===== config.mk =====
export PLATFORM = sky130hd
export DESIGN_NAME = bmDecoder
export DESIGN_NICKNAME = d
export VERILOG_FILES = /design/src/rtl/bmDecPkg.sv /design/src/rtl/bmDecDatapath.sv /design/src/rtl/bmDecControl.sv /design/src/rtl/bmDecoder.sv
export SDC_FILE = /design/constraint.sdc
export NUM_CORES = 1
export LEC_CHECK = 0
export BUFFER_PORTS_ARGS = -buffer_cell sky130_fd_sc_hd__buf_2
export CORE_AREA = 5 5 42 44
export DETAILED_ROUTE_END_ITERATION = 8
export DIE_AREA = 0 0 47 49
export PLACE_DENSITY_LB_ADDON = 0.25
export SKIP_LAST_GASP = 1
export SYNTH_ARGS = -nofsm -noshare
export SYNTH_HDL_FRONTEND = slang
export SYNTH_SLANG_ARGS = --single-unit

===== constraint.sdc =====
create_clock -name clk -period 1.5 [get_ports clk]
set_clock_uncertainty 0.05 [all_clocks]
set_input_delay 0.075 -clock clk [delete_from_list [all_inputs] [get_ports clk]]
set_output_delay 0.075 -clock clk [all_outputs]
set_load 0.02 [all_outputs]

===== src/rtl/bmDecPkg.sv =====
package bmDecPkg;

  typedef enum logic {
    ST_SEEK  = 1'b0,
    ST_COUNT = 1'b1
  } decState_t;

  // strobes from control to datapath
  typedef struct packed {
    logic refLoad;
    logic cntClear;
    logic cntInc;
    logic decide;
  } ctrlStrobe_t;

  // status from datapath to control
  typedef struct packed {
    logic edgeSeen;
    logic cntDone;
  } dpStatus_t;

endpackage


===== src/rtl/bmDecDatapath.sv =====
module bmDecDatapath
  import bmDecPkg::*;
#(
  parameter int SAMPLE      = 11,
  parameter int SYNC_STAGES = 2
) (
  input  logic        clk,
  input  logic        rstN,
  input  logic        wireIn,
  input  logic        consumerReady,
  input  logic        overrunClr,
  input  ctrlStrobe_t strobe,
  output dpStatus_t   status,
  output logic        outValid,
  output logic        outBit,
  output logic        overrun
);

  localparam int CNT_W    = (SAMPLE > 2) ? $clog2(SAMPLE) : 1;
  localparam logic [CNT_W-1:0] CNT_LAST = CNT_W'(SAMPLE - 1);

  logic [SYNC_STAGES-1:0] syncQ;
  logic                   sampleNow;
  logic                   refLevel;
  logic [CNT_W-1:0]       cnt;

  // synchroniser chain, one flop per stage
  genvar gi;
  generate
    for (gi = 0; gi < SYNC_STAGES; gi++) begin : g_sync
      if (gi == 0) begin : g_first
        always_ff @(posedge clk or negedge rstN) begin
          if (!rstN) syncQ[0] <= 1'b0;
          else       syncQ[0] <= wireIn;
        end
      end else begin : g_next
        always_ff @(posedge clk or negedge rstN) begin
          if (!rstN) syncQ[gi] <= 1'b0;
          else       syncQ[gi] <= syncQ[gi-1];
        end
      end
    end
  endgenerate

  assign sampleNow = syncQ[SYNC_STAGES-1];

  // tracked reference level
  always_ff @(posedge clk or negedge rstN) begin
    if (!rstN)               refLevel <= 1'b0;
    else if (strobe.refLoad) refLevel <= sampleNow;
  end

  // sampling distance counter
  always_ff @(posedge clk or negedge rstN) begin
    if (!rstN)                cnt <= '0;
    else if (strobe.cntClear) cnt <= '0;
    else if (strobe.cntInc)   cnt <= cnt + 1'b1;
  end

  assign status.edgeSeen = sampleNow != refLevel;
  assign status.cntDone  = cnt == CNT_LAST;

  // output registers
  always_ff @(posedge clk or negedge rstN) begin
    if (!rstN) begin
      outValid <= 1'b0;
      outBit   <= 1'b0;
    end else begin
      outValid <= strobe.decide;
      if (strobe.decide) outBit <= sampleNow ^ refLevel;
    end
  end

  // sticky overrun, new event wins over clear
  always_ff @(posedge clk or negedge rstN) begin
    if (!rstN)                                overrun <= 1'b0;
    else if (strobe.decide && !consumerReady) overrun <= 1'b1;
    else if (overrunClr)                      overrun <= 1'b0;
  end

endmodule


===== src/rtl/bmDecControl.sv =====
module bmDecControl
  import bmDecPkg::*;
(
  input  logic        clk,
  input  logic        rstN,
  input  dpStatus_t   status,
  output ctrlStrobe_t strobe
);

  decState_t stateQ, stateD;

  always_comb begin
    stateD = stateQ;
    strobe = '0;
    unique case (stateQ)
      ST_SEEK: begin
        if (status.edgeSeen) begin
          strobe.refLoad  = 1'b1;
          strobe.cntClear = 1'b1;
          stateD          = ST_COUNT;
        end
      end
      ST_COUNT: begin
        if (status.cntDone) begin
          strobe.decide  = 1'b1;
          strobe.refLoad = 1'b1;
          stateD         = ST_SEEK;
        end else begin
          strobe.cntInc = 1'b1;
        end
      end
      default: stateD = ST_SEEK;
    endcase
  end

  always_ff @(posedge clk or negedge rstN) begin
    if (!rstN) stateQ <= ST_SEEK;
    else       stateQ <= stateD;
  end

endmodule


===== src/rtl/bmDecoder.sv =====
module bmDecoder
  import bmDecPkg::*;
#(
  parameter int SAMPLE = 11
) (
  input  logic clk,
  input  logic rstN,
  input  logic wireIn,
  input  logic consumerReady,
  input  logic overrunClr,
  output logic outValid,
  output logic outBit,
  output logic overrun
);

  ctrlStrobe_t strobe;
  dpStatus_t   status;

  bmDecControl u_ctrl (
    .clk    (clk),
    .rstN   (rstN),
    .status (status),
    .strobe (strobe)
  );

  bmDecDatapath #(
    .SAMPLE      (SAMPLE),
    .SYNC_STAGES (2)
  ) u_dp (
    .clk           (clk),
    .rstN          (rstN),
    .wireIn        (wireIn),
    .consumerReady (consumerReady),
    .overrunClr    (overrunClr),
    .strobe        (strobe),
    .status        (status),
    .outValid      (outValid),
    .outBit        (outBit),
    .overrun       (overrun)
  );

endmodule


---- After elaboration in Yosys (flattened, before gate mapping) ----
Cells that the tools add are included.
operators by class
  multiplexer cells ....................... 12
  equality and inequality tests ........... 2
  add/sub/neg operators ................... 1
  bitwise operators ....................... 2
  reduce and logical (&&, ||, !) cells .... 4
operators by type and width
  kind                                          number
  two-way mux 4 bit                             2
  two-way mux 1 bit                             6
  adder 4 x 1 -> 4 bit (second input constant)  1
  equality test 4 bit (second input constant)   1
  two-way mux 2 bit                             2
  one-hot mux 1 bit (2 select lines)            2
  nonzero test 2 bit                            2
  logical AND 1 bit                             1
  zero test 1 bit                               1
  inequality test 1 bit                         1
  inverter 1 bit                                1
  XOR 1 bit                                     1
storage, ports and cells
  input port bits ......................... 5
  register bits after elaboration ......... 11

---- Longest topological paths before layout ----
  depth after elaboration ................. 5
  depth in mapped cells ................... 5

---- Hierarchy ----
Synthesis repeated with hierarchy kept, for this count alone.
unflattened totals
  cells, all modules ...................... 40
  area total of the unflattened synthesis .. 476.7 um^2
modules (own cells, without submodules)
  module         cells each  instances  area each (um^2)  seq. area each (um^2)
  bmDecDatapath  33          1          416.6             250.2
  bmDecControl   7           1          60.1              25.0

---- Worst setup path after synthesis ----
Ideal clock, no wire load.
  path kind ............................... register -> register
  from .................................... reg u_dp.cnt[0]
  to ...................................... reg u_dp.refLevel
  period minus slack after synthesis ...... 1.297 ns
  setup slack ............................. 0.203 ns
  data required time ...................... 1.323 ns
  cell stages (with the launch flop) ...... 6
  library setup time ...................... 0.127 ns
  path buffers ............................ 0
  data arrival time ....................... 1.120 ns
  cells stage by stage .................... dfrtp_1 > inv_1 > ha_1 > nand3b_2 > nand2_1 > mux2_1
on the way
  longest elaborated chain between the ends .. 3
RTL lines
  what                                RTL line             text
  start, declared                     bmDecDatapath.sv:25  logic [CNT_W-1:0] cnt;
  start signal, assigned              bmDecDatapath.sv:57  else if (strobe.cntInc) cnt <= cnt + 1'b1;
  equality test 4 bit                 bmDecDatapath.sv:61  assign status.cntDone = cnt == CNT_LAST;
  two-way mux 1 bit                   bmDecControl.sv:24   if (status.cntDone) begin
  one-hot mux 1 bit (2 select lines)  bmDecControl.sv:15   unique case (stateQ)
  end signal, assigned                bmDecDatapath.sv:50  else if (strobe.refLoad) refLevel <= sampleNow;
  end, declared                       bmDecDatapath.sv:24  logic refLevel;
No other way between the ends.
A chain may end at the register's enable or synchronous reset.

---- Final worst setup path ----
Same ends and word-level chain as after synthesis.

==> impl_results.md <==
* Status: finished, final reports clean
* Drt total wl at 887 um
* Synth cell count leaders: 11 x dfrtp_1, 4 x inv_1, 3 x a31oi_1, 3 x nand2_1, 2 x ha_1
* Area added between synthesis and finish at 25.9%
* # diodes at 0
* Crit path kind: reg -> reg
* I/O Buffers at 7
* DP HPWL at 645 um
* TritonCTS clock tree: done
* Slew Limit Headroom at 0.817
* Final nets at 63
* Cell area after synthesis at 469 sq um
* Worst Setup SP: u_dp.cnt[0]
* Most frequent cell after synthesis: dfrtp_1
* CTS Buf Count at 3
* Die Area at 2300 sq um
* Drt wl/cell at 12.5 um
* Placer Congestion at 0.678
* Final Max Tran Viols at 0
* Post-synth EDFFs at 0
* Core ar. at 1400 sq um
* Final min period at 1370 ps
* CTS max path bufs at 2
* Cell count along the critical path at 5
* Post-Place Worst Slack at 139 ps
* CP Capture Type: flop
* Worst path required time at 1610 ps
* DR vias/cell at 4.79
* Avg Synthesized Cell Area at 11.7 sq um
* Mapped Cells at 40
* CTS Sinks at 11
* Worst stage delay on the critical path at 420 ps
* Sum Neg Setup Slack at 0 ps
* Slew @ Worst Pin at 273 ps
* Cell taking the most area after synthesis: dfrtp_1
* Htree depth at 1
* Routed Antenna Nets at 0
* RSZ-0062 raised after global routing: no
* WP buf/inv at 1
* Type of origin of the critical path: flop
* CP Cell Sequence: inv_1 > ha_1 > nand3b_2 > nand2_1 > mux2_1
* R2R depth at 5
* Hold Path Class: in -> async
* Number of global-route vias before repair at 368
* Top FF cell, synth: dfrtp_1
* DR vias at 340
* Top-area cell type share of the netlist area at 0.587
* Critical R2R Launch: u_dp.cnt[0]
* Largest cells by area after synthesis: dfrtp_1 59%, ha_1 5.3%, a31oi_1 4.0%
* Asr flop ratio synth at 1.00
* Setup-failing EPs final at 0
* Die width at 47 um
* DRT iter0 DRCs at 12
* Max Clk Rate at 730 MHz
* Reg2Reg Setup Slack at 130 ps
* Yosys cell types at 22
* CP arrival at 1480 ps
* Row count at 14
* Clk_lat worst skew at 270 ps
* Total grt overflow at 0
* Reg clk slew, reported paths at 70 ps
* Post-CTS Resized at 0
* FF+latch count, synth at 11
* Worst reg2reg endpoint: u_dp.refLevel
* Setup repair bufs after CTS at 0
* Global-route wire length before repair at 1480 um
* CP endpoint: u_dp.refLevel
* Clock Tree Root: clkbuf_4
* Seq/Total Area, Yosys at 0.587
* Antenna violations before repair at 0
* Power Dens Cells at 1910 nW/um^2
* Hold buffer count at CTS at 4
* CP delay by family, top: flip-flops
* Global Route Usage Sum at 0.0932
* Chip height at 49 um
* Largest net degree at the start of global routing at 12
* Max Cap Viol at 0
* IO Pins at 8
* Drt pass-1 iters at 2
* Maximum vdd drop at 0.000750 V
* Initial core utilization at 0.335
* Slowest cell on the critical path: dfrtp_1
* Tcrit/Tclk final at 0.914
* Hold Fails Final Rpt at 0
* Share of post-route cells with drive strength above 1 at 0.255
* Yosys warns at 0
* Leak at 0.314 nW
* Post-Syn Nets at 47
* DRC at 0
* Setup ws final at 129 ps
* CP Max Fanout at 5
* Fillers at 152
==> through the flow <==
stage,hold WS (ps),std cells,total power [W],utilization,instance area [sq um]
finish,139,71,0.00113,0.421,591
global route,165,71,0.00122,0.421,591
CTS,143,71,0.00114,0.421,591
detailed placement,-92.1,63,0.000919,0.374,524
global placement,-94.5,63,0.000905,0.374,524
floorplan,-271,40,0.000808,-,469
==> layer usage <==
metal / vias up / global-route usage / wire length (um)
li1: 170 / - / -
met1: 156 / 0.107 / 395
met2: 12 / 0.143 / 419
met3: 2 / 0.0332 / 62
met4: 0 / 0.0553 / 10
met5: - / 0 / 0
==> sequential cells by signal (all words and copies together), names as in the netlist <==
signal / cells
u_dp.sampleNow: 1
u_dp.syncQ: 1
u_dp.refLevel: 1
u_dp.overrun: 1
u_ctrl.stateQ: 1
u_dp.outValid: 1
u_dp.cnt: 4
u_dp.outBit: 1
==> where the power goes <==
group	internal, W	switching, W
logic	0.000211	0.000196
registers	0.000404	0.000115
clock network	0.000103	0.000100
total	0.000718	0.000410
==> worst min path at each step <==
stage	from	to	slack, ps	cells after the start
global placement	rstN	u_dp.outBit	-90	1
detailed placement	rstN	u_dp.outBit	-90	1
CTS	rstN	u_dp.outBit	140	2
global route	rstN	u_dp.outBit	170	2
floorplan	rstN	u_ctrl.stateQ	-270	0
finish	rstN	u_dp.outBit	140	2
==> worst reg2reg max path, delay by kind of cell (launching register included) <==
family,cells,cell delay (ps)
flip-flops,1,420
multiplexers,1,310
buffers and inverters,1,70
adder cells (fa/ha/maj),1,170
AND/OR/NAND/NOR,2,230
==> cell type report <==
| type | instances | area, sq um | share of cell area |
|---|---|---|---|
| flip-flops and latches | 11 | 275 | 0.466 |
| inverters | 5 | 18.8 | 0.0318 |
| repair buffers | 11 | 75.1 | 0.127 |
| clock buffers | 4 | 26.3 | 0.0445 |
| multi-input cells | 24 | 175 | 0.297 |
| well taps | 16 | 20.0 | 0.0339 |
==> cell families after synthesis <==
group	share of synthesized area
AOI/OAI and AO/OA	0.115
xor gates and xnor gates	0.0187
adders and majority gates	0.0533
buffers and inverters	0.0400
DFF	0.587
muxes	0.0453
and+or+nand+nor	0.141
==> cells in the final DEF (no fill, tap or decap) <==
cell and instances:
o21ai_0 1, a21oi_1 1, a211o_1 1, nor3_1 1
inv_1 4, nand3b_2 1, ha_1 2, nand2_1 3
nand4b_1 1, a31oi_1 3, o22ai_1 1, and3_1 1
nor2_1 1, mux2i_1 1, mux2_1 1, inv_2 1
dfrtp_1 11, clkbuf_4 3, buf_2 7, nand3_1 1
clkbuf_1 1, nand2b_1 1, a22o_2 1, xnor2_1 1
dlygate4sd3_1 4, and2_4 1
(Power assumes the default switching activity.)
